[config.mk]
export PLATFORM = sky130hd
export DESIGN_NAME = aluFlagUnit
export DESIGN_NICKNAME = d
export VERILOG_FILES = /design/src/rtl/aluPkg.sv /design/src/rtl/aluCtrl.sv /design/src/rtl/aluPath.sv /design/src/rtl/aluFlagUnit.sv
export SDC_FILE = /design/constraint.sdc
export NUM_CORES = 1
export LEC_CHECK = 0
export BUFFER_PORTS_ARGS = -buffer_cell sky130_fd_sc_hd__buf_2
export CAP_MARGIN = 40
export CORE_ASPECT_RATIO = 1.1
export CORE_MARGIN = 2
export CORE_UTILIZATION = 62
export DETAILED_ROUTE_END_ITERATION = 10
export GPL_TIMING_DRIVEN = 0
export PLACE_DENSITY = 0.84
export SLEW_MARGIN = 20
export SYNTH_ARGS = -nofsm -noshare
export SYNTH_HDL_FRONTEND = slang
export SYNTH_HIERARCHICAL = 1
export SYNTH_SLANG_ARGS = --single-unit
[constraint.sdc]
create_clock -name clk -period 8.7 [get_ports clk]
set_clock_uncertainty 0.2 [all_clocks]
set_input_delay 0.435 -clock clk [delete_from_list [all_inputs] [get_ports clk]]
set_output_delay 0.435 -clock clk [all_outputs]
set_load 0.005 [all_outputs]
[src/rtl/aluPkg.sv]
package aluPkg;
  localparam int DataW = 32;
  localparam int FlagW = 6;

  typedef enum logic [3:0] {
    OpAdd  = 4'd0,
    OpAdc  = 4'd1,
    OpSub  = 4'd2,
    OpSbc  = 4'd3,
    OpAnd  = 4'd4,
    OpOr   = 4'd5,
    OpXor  = 4'd6,
    OpRotL = 4'd7,
    OpRotR = 4'd8
  } opCodeT;

  typedef enum logic [1:0] {
    BitAnd = 2'd0,
    BitOr  = 2'd1,
    BitXor = 2'd2
  } bitOpT;

  // Strobes the control hands to the datapath
  typedef struct packed {
    logic  doArith;
    logic  doSub;
    logic  useCarry;
    logic  doBitwise;
    bitOpT bitOp;
    logic  doRotate;
    logic  rotRight;
  } aluStrobeT;

  // Bit 5 down to bit 0
  typedef struct packed {
    logic sign;
    logic zero;
    logic half;
    logic parOvf;
    logic subtr;
    logic carry;
  } flagT;
endpackage

[src/rtl/aluCtrl.sv]
module aluCtrl
  import aluPkg::*;
(
  input  logic [3:0] opCode,
  output aluStrobeT  strobe
);
  always_comb begin
    strobe = '0;
    strobe.bitOp = BitAnd;
    case (opCodeT'(opCode))
      OpAdc: begin
        strobe.doArith  = 1'b1;
        strobe.useCarry = 1'b1;
      end
      OpSub: begin
        strobe.doArith = 1'b1;
        strobe.doSub   = 1'b1;
      end
      OpSbc: begin
        strobe.doArith  = 1'b1;
        strobe.doSub    = 1'b1;
        strobe.useCarry = 1'b1;
      end
      OpAnd: begin
        strobe.doBitwise = 1'b1;
        strobe.bitOp     = BitAnd;
      end
      OpOr: begin
        strobe.doBitwise = 1'b1;
        strobe.bitOp     = BitOr;
      end
      OpXor: begin
        strobe.doBitwise = 1'b1;
        strobe.bitOp     = BitXor;
      end
      OpRotL: strobe.doRotate = 1'b1;
      OpRotR: begin
        strobe.doRotate = 1'b1;
        strobe.rotRight = 1'b1;
      end
      default: strobe.doArith = 1'b1;  // plain add
    endcase
  end

  always_comb begin
    assert_one_class_R4: assert (!(strobe.doSub && !strobe.doArith))
      else $error("subtract strobe without arithmetic class");
  end
endmodule

[src/rtl/aluPath.sv]
module aluPath
  import aluPkg::*;
#(
  parameter int DataW = aluPkg::DataW
) (
  input  logic [DataW-1:0] opA,
  input  logic [DataW-1:0] opB,
  input  logic [1:0]       sizeSel,
  input  logic             carryIn,
  input  aluStrobeT        strobe,
  output logic [DataW-1:0] result,
  output flagT             flags
);
  localparam int IdxW  = $clog2(DataW + 1);
  localparam int NarrW = 8;
  localparam int MidW  = 16;

  logic [IdxW-1:0]  widthBits;
  logic [IdxW-1:0]  msbIdx;
  logic [IdxW-1:0]  halfIdx;
  logic [DataW-1:0] sizeMask;
  logic [DataW-1:0] halfMask;
  logic [DataW-1:0] aMasked;
  logic [DataW-1:0] bMasked;
  logic             carryEff;
  logic [DataW:0]   wideSum;
  logic [DataW:0]   nibSum;
  logic [DataW-1:0] arithRes;
  logic             arithOvf;
  logic [DataW-1:0] bitRes;
  logic [DataW-1:0] rotRes;
  logic             rotCarry;

  // Width decode: the half boundary sits four bits below the top
  always_comb begin
    case (sizeSel)
      2'd0:    widthBits = IdxW'(NarrW);
      2'd1:    widthBits = IdxW'(MidW);
      default: widthBits = IdxW'(DataW);
    endcase
    msbIdx   = widthBits - IdxW'(1);
    halfIdx  = widthBits - IdxW'(4);
    sizeMask = (DataW'(1) << widthBits) - DataW'(1);
    halfMask = (DataW'(1) << halfIdx) - DataW'(1);
    aMasked  = opA & sizeMask;
    bMasked  = opB & sizeMask;
  end

  // Adder / subtractor, full and low-nibble-segment
  always_comb begin
    carryEff = strobe.useCarry & carryIn;
    if (strobe.doSub) begin
      wideSum = {1'b0, aMasked} - {1'b0, bMasked} - (DataW+1)'(carryEff);
      nibSum  = {1'b0, aMasked & halfMask} - {1'b0, bMasked & halfMask}
                - (DataW+1)'(carryEff);
    end else begin
      wideSum = {1'b0, aMasked} + {1'b0, bMasked} + (DataW+1)'(carryEff);
      nibSum  = {1'b0, aMasked & halfMask} + {1'b0, bMasked & halfMask}
                + (DataW+1)'(carryEff);
    end
    arithRes = wideSum[DataW-1:0] & sizeMask;
    if (strobe.doSub)
      arithOvf = (aMasked[msbIdx] != bMasked[msbIdx]) &&
                 (arithRes[msbIdx] != aMasked[msbIdx]);
    else
      arithOvf = (aMasked[msbIdx] == bMasked[msbIdx]) &&
                 (arithRes[msbIdx] != aMasked[msbIdx]);
  end

  // Bitwise unit
  always_comb begin
    case (strobe.bitOp)
      BitOr:   bitRes = aMasked | bMasked;
      BitXor:  bitRes = aMasked ^ bMasked;
      default: bitRes = aMasked & bMasked;
    endcase
  end

  // Rotate through carry
  always_comb begin
    if (strobe.rotRight) begin
      rotRes   = (aMasked >> 1) | (DataW'(carryIn) << msbIdx);
      rotCarry = aMasked[0];
    end else begin
      rotRes   = ((aMasked << 1) | DataW'(carryIn)) & sizeMask;
      rotCarry = aMasked[msbIdx];
    end
  end

  // Result select and flag assembly
  always_comb begin
    flags = '0;
    if (strobe.doBitwise) begin
      result       = bitRes;
      flags.half   = (strobe.bitOp == BitAnd);
      flags.parOvf = ~^bitRes;
    end else if (strobe.doRotate) begin
      result       = rotRes;
      flags.carry  = rotCarry;
      flags.parOvf = ~^rotRes;
    end else begin
      result       = arithRes;
      flags.carry  = wideSum[widthBits];
      flags.half   = nibSum[halfIdx];
      flags.parOvf = arithOvf;
      flags.subtr  = strobe.doSub;
    end
    flags.sign = result[msbIdx];
    flags.zero = (result == '0);
  end
endmodule

[src/rtl/aluFlagUnit.sv]
module aluFlagUnit
  import aluPkg::*;
#(
  parameter int DataW = aluPkg::DataW,
  parameter int FlagW = aluPkg::FlagW
) (
  input  logic             clk,
  input  logic             rst,
  input  logic [DataW-1:0] opA,
  input  logic [DataW-1:0] opB,
  input  logic [1:0]       sizeSel,
  input  logic [3:0]       opCode,
  input  logic             carryIn,
  input  logic             flagWrEn,
  output logic [DataW-1:0] result,
  output logic [FlagW-1:0] flagsNow,
  output logic [FlagW-1:0] flagReg
);
  aluStrobeT strobe;
  flagT      pathFlags;
  logic      histValid;

  aluCtrl uCtrl (
    .opCode (opCode),
    .strobe (strobe)
  );

  aluPath #(.DataW(DataW)) uPath (
    .opA     (opA),
    .opB     (opB),
    .sizeSel (sizeSel),
    .carryIn (carryIn),
    .strobe  (strobe),
    .result  (result),
    .flags   (pathFlags)
  );

  assign flagsNow = FlagW'(pathFlags);

  always_ff @(posedge clk) begin
    if (rst)           flagReg <= '0;
    else if (flagWrEn) flagReg <= flagsNow;
  end

  always_ff @(posedge clk) begin
    if (rst) histValid <= 1'b0;
    else     histValid <= 1'b1;
  end

  assert_hold_R12: assert property (@(posedge clk) disable iff (rst)
    (histValid && !flagWrEn) |=> $stable(flagReg))
    else $error("flag register changed without write enable");

  assert_load_R12: assert property (@(posedge clk) disable iff (rst)
    (histValid && flagWrEn) |=> (flagReg == $past(flagsNow)))
    else $error("flag register missed a write");

  assert_upper_zero_R1: assert property (@(posedge clk) disable iff (rst)
    (sizeSel == 2'd0) |-> (result[DataW-1:8] == '0))
    else $error("result bits above byte width not zero");

  assert_bitwise_clear_R10: assert property (@(posedge clk) disable iff (rst)
    (opCode inside {4'd4, 4'd5, 4'd6}) |-> (flagsNow[1:0] == 2'b00))
    else $error("bitwise op left carry or subtract set");

  assert_sub_flag_R4: assert property (@(posedge clk) disable iff (rst)
    (opCode inside {4'd2, 4'd3}) |-> flagsNow[1])
    else $error("subtract flag clear on a subtract");

  assert_sign_mid_R9: assert property (@(posedge clk) disable iff (rst)
    (sizeSel == 2'd1) |-> (flagsNow[5] == result[15]))
    else $error("sign flag differs from bit 15");
endmodule

==> results of run 1 <==
==> worst min path at each step <==
| stage | start | endpoint | slack (ps) | depth (start not counted) |
|---|---|---|---|---|
| final | rst | flagReg[4]$_SDFFE_PP0P_ | 260 | 2 |
| after CTS | rst | flagReg[4]$_SDFFE_PP0P_ | 250 | 2 |
| after global placement | flagReg[5]$_SDFFE_PP0P_ | flagReg[5]$_SDFFE_PP0P_ | 270 | 2 |
| after floorplan | flagReg[0]$_SDFFE_PP0P_ | flagReg[0]$_SDFFE_PP0P_ | 280 | 2 |
| after global routing | rst | flagReg[5]$_SDFFE_PP0P_ | 270 | 2 |
| after detailed placement | flagReg[4]$_SDFFE_PP0P_ | flagReg[4]$_SDFFE_PP0P_ | 280 | 2 |
==> cells in the final DEF (no fill, tap or decap), drive strengths merged, types with 36 or more instances in the layout <==
master and count:
buf 142, o21ai 94, nor2 104, clkbuf 53, a21oi 113, inv 202
nand3 36, nand2b 39, ha 199, nand2 137, xnor2 84, xor2 37
==> per-stage QoR <==
| step | hold slack (ps) | util [%] | cell area, um2 |
|---|---|---|---|
| after floorplan | 285 | - | 9980 |
| after global placement | 270 | 68.7 | 10800 |
| after detailed placement | 283 | 68.7 | 10800 |
| after CTS | 251 | 69.2 | 10900 |
| after global routing | 274 | 69.4 | 10900 |
| final | 258 | 69.4 | 10900 |
==> critical path, cell delays in order <==
cell,delay [ps]
buf_2,130
nor2_2,340
clkinvlp_4,300
clkbuf_2,390
ha_4,490
clkbuf_2,270
buf_2,290
buf_2,280
nand2b_1,260
ha_1,380
ha_1,420
nand4_1,240
nor3_1,100
nor3_1,210
o31ai_2,160
o21ai_1,300
o22ai_1,200
nor3_1,320
o32ai_1,260
nor4_1,390
or4b_1,550
or4_1,560
nor3_2,330
buf_2,190
==> final cells by class <==
cell class	count	area, um2
clock buffer	3	75.1
fill	1487	4810
buffer	72	303
timing repair buffer	120	608
multi-input combinational	1198	8800
sequential	6	120
tap	200	250
inverter	203	766
==> repair_timing <==
| item | CTS | global route |
|---|---|---|
| setup buffers | 0 | 3 |
| endpoints found under the setup margin | 7 | 3 |
| resized for setup | 7 | 2 |
==> power breakdown <==
group / total [mW] / switching [mW] / leakage (nW) / internal [mW]
combinational: 1.14 / 0.688 / 5.28 / 0.449
sequential: 0.0320 / 0.00139 / 0.0489 / 0.0306
clock: 0.0753 / 0.0163 / 0.0370 / 0.0591
total: 1.24 / 0.705 / 5.37 / 0.538
==> routing by layer <==
metal / vias up / share of wire (%) / track usage, % / wire length (um)
li1: 5343 / - / - / -
met1: 5215 / 36 / 48.9 / 14200
met2: 757 / 45 / 72.9 / 17500
met3: 219 / 9.2 / 6.96 / 3610
met4: 0 / 9.7 / 34.9 / 3770
met5: - / 0 / 0 / 0
==> impl_metrics.ini, run 1 <==
[run_status]
status = complete, no violations

[clock_tree]
cts_buffers = 3
cts_tree = done
clockRootBuffer = clkbuf_16
htreeDepth = 1
hold_buffers = 0
clkLatencyLatePin_ps = 230
cts_max_path_buffers = 2
clk_pin_slew_ps = 30
clock-sinks = 6

[setup_path]
crit_end = flagsNow[4]
timing.rr.end = flagReg[1]$_SDFFE_PP0P_
endpoint_kind = output pin
r2r_slack_ps = 7880
rr_startpoint = flagReg[1]$_SDFFE_PP0P_
reg2regPathDepth = 2
crit_required_ps = 8070
cp-startpoint = sizeSel[0]
path_class = primary input to output pin
worst_ep_arrival_time_ps = 7820
startpoint_type = primary input
critPathMaxFanout = 20

[global_route]
grt_max_degree = 14
grt_pass1_vias = 10900
track_usage_pct = 43.3
grt_pass1_wl_um = 58200
gr-total-overflow = 0
antenna_found_initial = 0

[sta]
maxSlewViolCount = 0
min_period_ps = 8450
fmax_ghz = 0.118
setup-violations-final = 0
setup_tns_ps = 0
relSlewSlack_pct = 32.8
hold_viol = 0
min_period_over_period_pct = 97.2
worstMarginPinSlew_ps = 995
worst_slack_ps = 246
rsz0062_at_grt = no

[floorplan]
die_area_mm2 = 0.0171
core_area_mm2 = 0.0157
rows = 48
pin_count = 118
initial_core_util_pct = 63.4
die_w_um = 125
die_y_um = 137

[route]
routed_via_density = 6.40
drc = 0
vias = 11500
ant_nets = 0
first_iter_violations = 1214
wl_per_cell_um = 21.7
drt_pass1_iterations = 8
finalWirelength_um = 39100

[synthesis]
ys_warn_count = 6
synthCells = 1482
syn-num-nets = 1759
synthesis.area_mm2 = 0.00998
syn_avg_cell_area_um2 = 6.73

[final_layout]
regMostFlops = flagReg
largest_reg_flops = 6
fin_cells = 1802
nNetsFinal = 1881
drive_gt1_share_pct = 10.8
diodes = 0
synthToLayoutAreaGrowth_pct = 9.48
reg.largest.list = flagReg x6

[pwr]
ir_drop_mv = 0.0871
p_leak_nw = 5.37
fin_total_pwr_mw = 1.24
power.density_mw_per_mm2 = 114

[hold_path]
hold_path.class = primary input to flop

[placement]
pre_cts_ws_ps = -1010
dpl.hpwl_um = 32500
dp.cells = 1799
io_buffers = 116
place_congestion = 1.06

[flow_run]
maxCapViolations = 0
(Power assumes the default switching activity.)
==> inputs of run 2 (changes only) <==
- ABC_AREA: not set -> 1
- CORE_UTILIZATION: 62 -> 64
- PLACE_DENSITY: 0.84 -> 0.85
==> impl_metrics.ini, run 2 <==
[sta]
fmax_ghz = 0.137
worst_slack_ps = 1390
worstMarginPinSlew_ps = 729
setup-violations-final = 0
hold_viol = 0
maxSlewViolCount = 0
relSlewSlack_pct = 50.9
min_period_over_period_pct = 84.0
setup_tns_ps = 0
rsz0062_at_grt = no
min_period_ps = 7310

[pwr]
p_clk_share_pct = 5.6
ir_drop_mv = 0.134
seqPwrFrac_pct = 2.3
p_leak_nw = 8.39
switching_share_pct = 63.2
internal_power_mw = 0.505
p_switching_mw = 0.865
power.density_mw_per_mm2 = 102
p_comb_share_pct = 92.1

[setup_path]
reg2regPathDepth = 2
slowest_stage = buf_1
slowest_delay_ps = 510
path_class = primary input to output pin
rr_startpoint = flagReg[1]$_SDFFE_PP0P_
r2r_slack_ps = 7940
crit_required_ps = 8070
startpoint_type = primary input
cpMostUsedCell = nand2_1
endpoint_kind = output pin
cp-startpoint = sizeSel[1]
timing.rr.end = flagReg[1]$_SDFFE_PP0P_
critPathMaxFanout = 11
worst_ep_arrival_time_ps = 6670

[clock_tree]
htreeDepth = 1
postCtsSetupBuffers = 0
clockRootBuffer = clkbuf_16
clkLatencyLatePin_ps = 230
clock-sinks = 6
cts_buffers = 3
clk_pin_slew_ps = 40
cts_max_path_buffers = 2
hold_buffers = 0
cts_resized = 0
cts_tree = done

[global_route]
grt_max_degree = 12
antenna_found_initial = 0
track_usage_pct = 47.7
gr-total-overflow = 0
grt_pass1_wl_um = 74900
grt_pass1_vias = 14500

[hold_path]
hold_depth = 2
hp-start = flagReg[5]$_SDFFE_PP0P_
holdPathEnd = flagReg[5]$_SDFFE_PP0P_
hold_path.class = flop to flop

[route]
routed_via_density = 5.79
first_iter_violations = 2263
wl_per_cell_um = 18.0
finalWirelength_um = 50000
drc = 0
drt_pass1_iterations = 6
vias = 16100
ant_nets = 0

[floorplan]
initial_core_util_pct = 65.2
rows = 53
pin_count = 118
die_y_um = 150
die_area_mm2 = 0.0206
die_w_um = 137
core_area_mm2 = 0.0191

[final_layout]
largest_reg_flops = 6
nNetsFinal = 2813
synthToLayoutAreaGrowth_pct = 8.03
final_core_util_pct = 70.4
final_cell_area_mm2 = 0.0134
final_cell_mix = nand2_1 (844), inv_1 (489), nor2_1 (205)
fillers = 1893
reg.largest.list = flagReg x6
regMostFlops = flagReg
final_common_cell = nand2_1
diodes = 0
drive_gt1_share_pct = 8.96

[placement]
place_congestion = 1.12
pre_cts_ws_ps = 1930
io_buffers = 117
dpl.hpwl_um = 41700
dpl_cell_area_mm2 = 0.0134

[flow_run]
maxCapViolations = 0

[synthesis]
ys_warn_count = 6
synthesis.area_mm2 = 0.0124
syn_avg_cell_area_um2 = 5.16
synthCells = 2411
syn-num-nets = 2688

[run_status]
status = complete, no violations
==> run 2: per-layer routing <==
layer,track usage (%),vias up,share of wire (%)
met5,0,-,0
met4,31.2,0,8.2
met3,12.0,260,13
met2,73.8,1018,42
met1,58.2,7135,37
li1,-,7691,-
==> run 2: cell type report <==
type                    instances  area (um2)  share of cell area [%]
flip-flops and latches          6         120                   0.893
multi-input cells            1843       10100                    74.9
clock buffers                   3        75.1                   0.558
well taps                     247         309                    2.30
inverters                     507        1910                    14.2
plain buffers                  55         339                    2.52
repair buffers                120         616                    4.58
==> run 2: worst max-delay path, delay by kind of cell <==
kind	cells	cell delay [ps]
AND/OR/NAND/NOR	11	1900
AO/OA/AOI/OAI	3	550
adder cells (fa/ha/maj)	3	1310
buffers and inverters	10	2460
==> run 2: worst max-delay path by stage <==
stage | endpoint | slack [ps] | cells after the start
6_report | flagsNow[0] | 1390 | 27
3_5_place_dp | flagsNow[0] | 1930 | 27
4_1_cts | flagsNow[0] | 1910 | 27
5_1_grt | flagsNow[0] | 1110 | 27
3_3_place_gp | flagsNow[4] | 1970 | 27
2_1_floorplan | flagsNow[4] | 3900 | 29
==> run 2: power groups by stage <==
| stage | registers [mW] | logic, mW | clock network [mW] |
|---|---|---|---|
| floorplan | 0.0318 | 0.861 | 0 |
| global placement | 0.0314 | 1.17 | 0 |
| detailed placement | 0.0315 | 1.20 | 0 |
| CTS | 0.0312 | 1.21 | 0.0758 |
| global route | 0.0317 | 1.39 | 0.0777 |
| finish | 0.0313 | 1.26 | 0.0763 |
==> run 2: stage by stage <==
stage / cells / total power [mW] / hold slack [ps]
after floorplan: 2411 / 0.893 / 266
after global placement: 2775 / 1.20 / 257
after detailed placement: 2777 / 1.23 / 264
after CTS: 2780 / 1.31 / 274
after global routing: 2781 / 1.50 / 306
final: 2781 / 1.37 / 274
==> inputs of run 3 (changes only) <==
- CORE_UTILIZATION: 64 -> 57
- PLACE_DENSITY: 0.85 -> 0.8
- clock period: 8.7 -> 5.8 ns (I/O delays scaled with it)
==> impl_metrics.ini, run 3 (synthesis gave the netlist of run 2 again) <==
[hold_path]
hold_path.class = primary input to flop
hold_depth = 4

[clock_tree]
hold_buffers = 0
clockRootBuffer = clkbuf_16
htreeDepth = 1
postCtsSetupBuffers = 0
clock-sinks = 6
clkLatencyLatePin_ps = 230
cts_tree = done
cts_max_path_buffers = 2
cts_buffers = 3
clk_pin_slew_ps = 30

[setup_path]
worst_ep_arrival_time_ps = 5190
slowest_stage = ha_2
cpMostUsedCell = nand2_1
endpoint_kind = output pin
critPathMaxFanout = 16
path_class = primary input to output pin
crit_required_ps = 5310
startpoint_type = primary input
slowest_delay_ps = 460
reg2regPathDepth = 2

[final_layout]
multiInputGateArea_mm2 = 0.0103
drive_gt1_share_pct = 10.4
largest_reg_flops = 6
regArea_um2 = 120
final_cell_area_mm2 = 0.0137
fillers = 2190
final_cell_mix = nand2_1 (841), inv_1 (489), nor2_1 (197)
regMostFlops = flagReg
synthToLayoutAreaGrowth_pct = 10.2
final_core_util_pct = 64.2
nNetsFinal = 2813
final_common_cell = nand2_1
reg.largest.list = flagReg x6

[placement]
place_congestion = 1.05
io_buffers = 117
dpl.hpwl_um = 44600
dpl_cell_area_mm2 = 0.0134

[floorplan]
die_y_um = 159
rows = 56
core_area_mm2 = 0.0214
die_area_mm2 = 0.0230
pin_count = 118
die_w_um = 145
initial_core_util_pct = 58.2

[route]
finalWirelength_um = 53200
first_iter_violations = 2340
wl_per_cell_um = 18.8
drt_pass1_iterations = 8
vias = 16100
ant_nets = 0
routed_via_density = 5.69
drc = 0

[pwr]
internal_power_mw = 0.784
p_comb_share_pct = 92.6
fin_total_pwr_mw = 2.14
p_clk_share_pct = 5.3
p_leak_nw = 8.41
ir_drop_mv = 0.214
seqPwrFrac_pct = 2.2
power.density_mw_per_mm2 = 156
switching_share_pct = 63.4
p_switching_mw = 1.36

[global_route]
grt_pass1_vias = 14900
gr-total-overflow = 0
antenna_found_initial = 1
grt_pass1_wl_um = 79800
grt_max_degree = 17
track_usage_pct = 45.1

[sta]
setup-violations-final = 0
rsz0062_at_grt = no
hold_viol = 0
worstMarginPinSlew_ps = 803
maxSlewViolCount = 0
min_period_ps = 5680
fmax_ghz = 0.176
relSlewSlack_pct = 46.2
hold_ws_ps = 174
min_period_over_period_pct = 97.9

[flow_run]
maxCapViolations = 0

[run_status]
status = complete, no violations
==> run 3: changes by cell type in the layout (fill, tap and decap cells not counted), moves of 3 or more <==
cell	before	now
ha_1	199	184
ha_2	0	9
nor2_1	205	197
ha_4	0	6
nor2_2	11	16
clkbuf_4	0	3
nand2_1	844	841
nand3_1	171	168
nand3_2	3	6
nor2_4	2	5
==> run 3: through the flow <==
| stage | setup TNS, ps | std cells | worst slack, ps |
|---|---|---|---|
| 3_5_place_dp | -8310 | 2819 | -1090 |
| 4_1_cts | 0 | 2821 | 143 |
| 3_3_place_gp | -7130 | 2818 | -1010 |
| 2_1_floorplan | 0 | 2411 | 1290 |
| 6_report | 0 | 2826 | 122 |
| 5_1_grt | 0 | 2825 | 36.5 |
==> run 3: layout make-up <==
type                    instances  area share [%]
multi-input cells            1843            74.9
inverters                     507            13.9
repair buffers                121            4.54
well taps                     290            2.65
plain buffers                  54            2.54
flip-flops and latches          6           0.876
clock buffers                   3           0.547
diodes                          2          0.0365
==> run 3: worst max-delay path: cells and delay by family <==
kind,cells,cell delay [ps]
and+or+nand+nor,11,1560
adders and majority gates,3,1190
AOI/OAI and AO/OA,3,600
buffers and inverters,9,1520
==> run 3: path summary, 6_finish.rpt <==
kind	from	slack [ps]	endpoint
max	sizeSel[1]	120	flagsNow[0]
min	flagWrEn	170	flagReg[3]$_SDFFE_PP0P_
max reg2reg	flagReg[2]$_SDFFE_PP0P_	5000	flagReg[2]$_SDFFE_PP0P_
min reg2reg	flagReg[4]$_SDFFE_PP0P_	270	flagReg[4]$_SDFFE_PP0P_
==> run 3: repair_timing <==
item | 4_1_cts | 5_1_grt
resized for setup | 16 | 35
endpoints found under the setup margin | 18 | 7
hold endpoints to repair | 0 | 0
==> run 3: per-layer routing <==
layer	global-route usage, %	routed length [um]	share of wire, %
met5	0.439	68	0.13
met4	27.1	3880	7.3
met3	8.36	6100	11
met2	68.7	22500	42
met1	58.4	20700	39
==> run 3: power by group through the flow <==
stage	clock network (mW)	logic (mW)	registers, mW
final	0.113	1.98	0.0469
after floorplan	0	1.29	0.0477
after CTS	0.113	1.86	0.0469
after global routing	0.115	2.18	0.0473
after detailed placement	0	1.84	0.0473
after global placement	0	1.80	0.0472
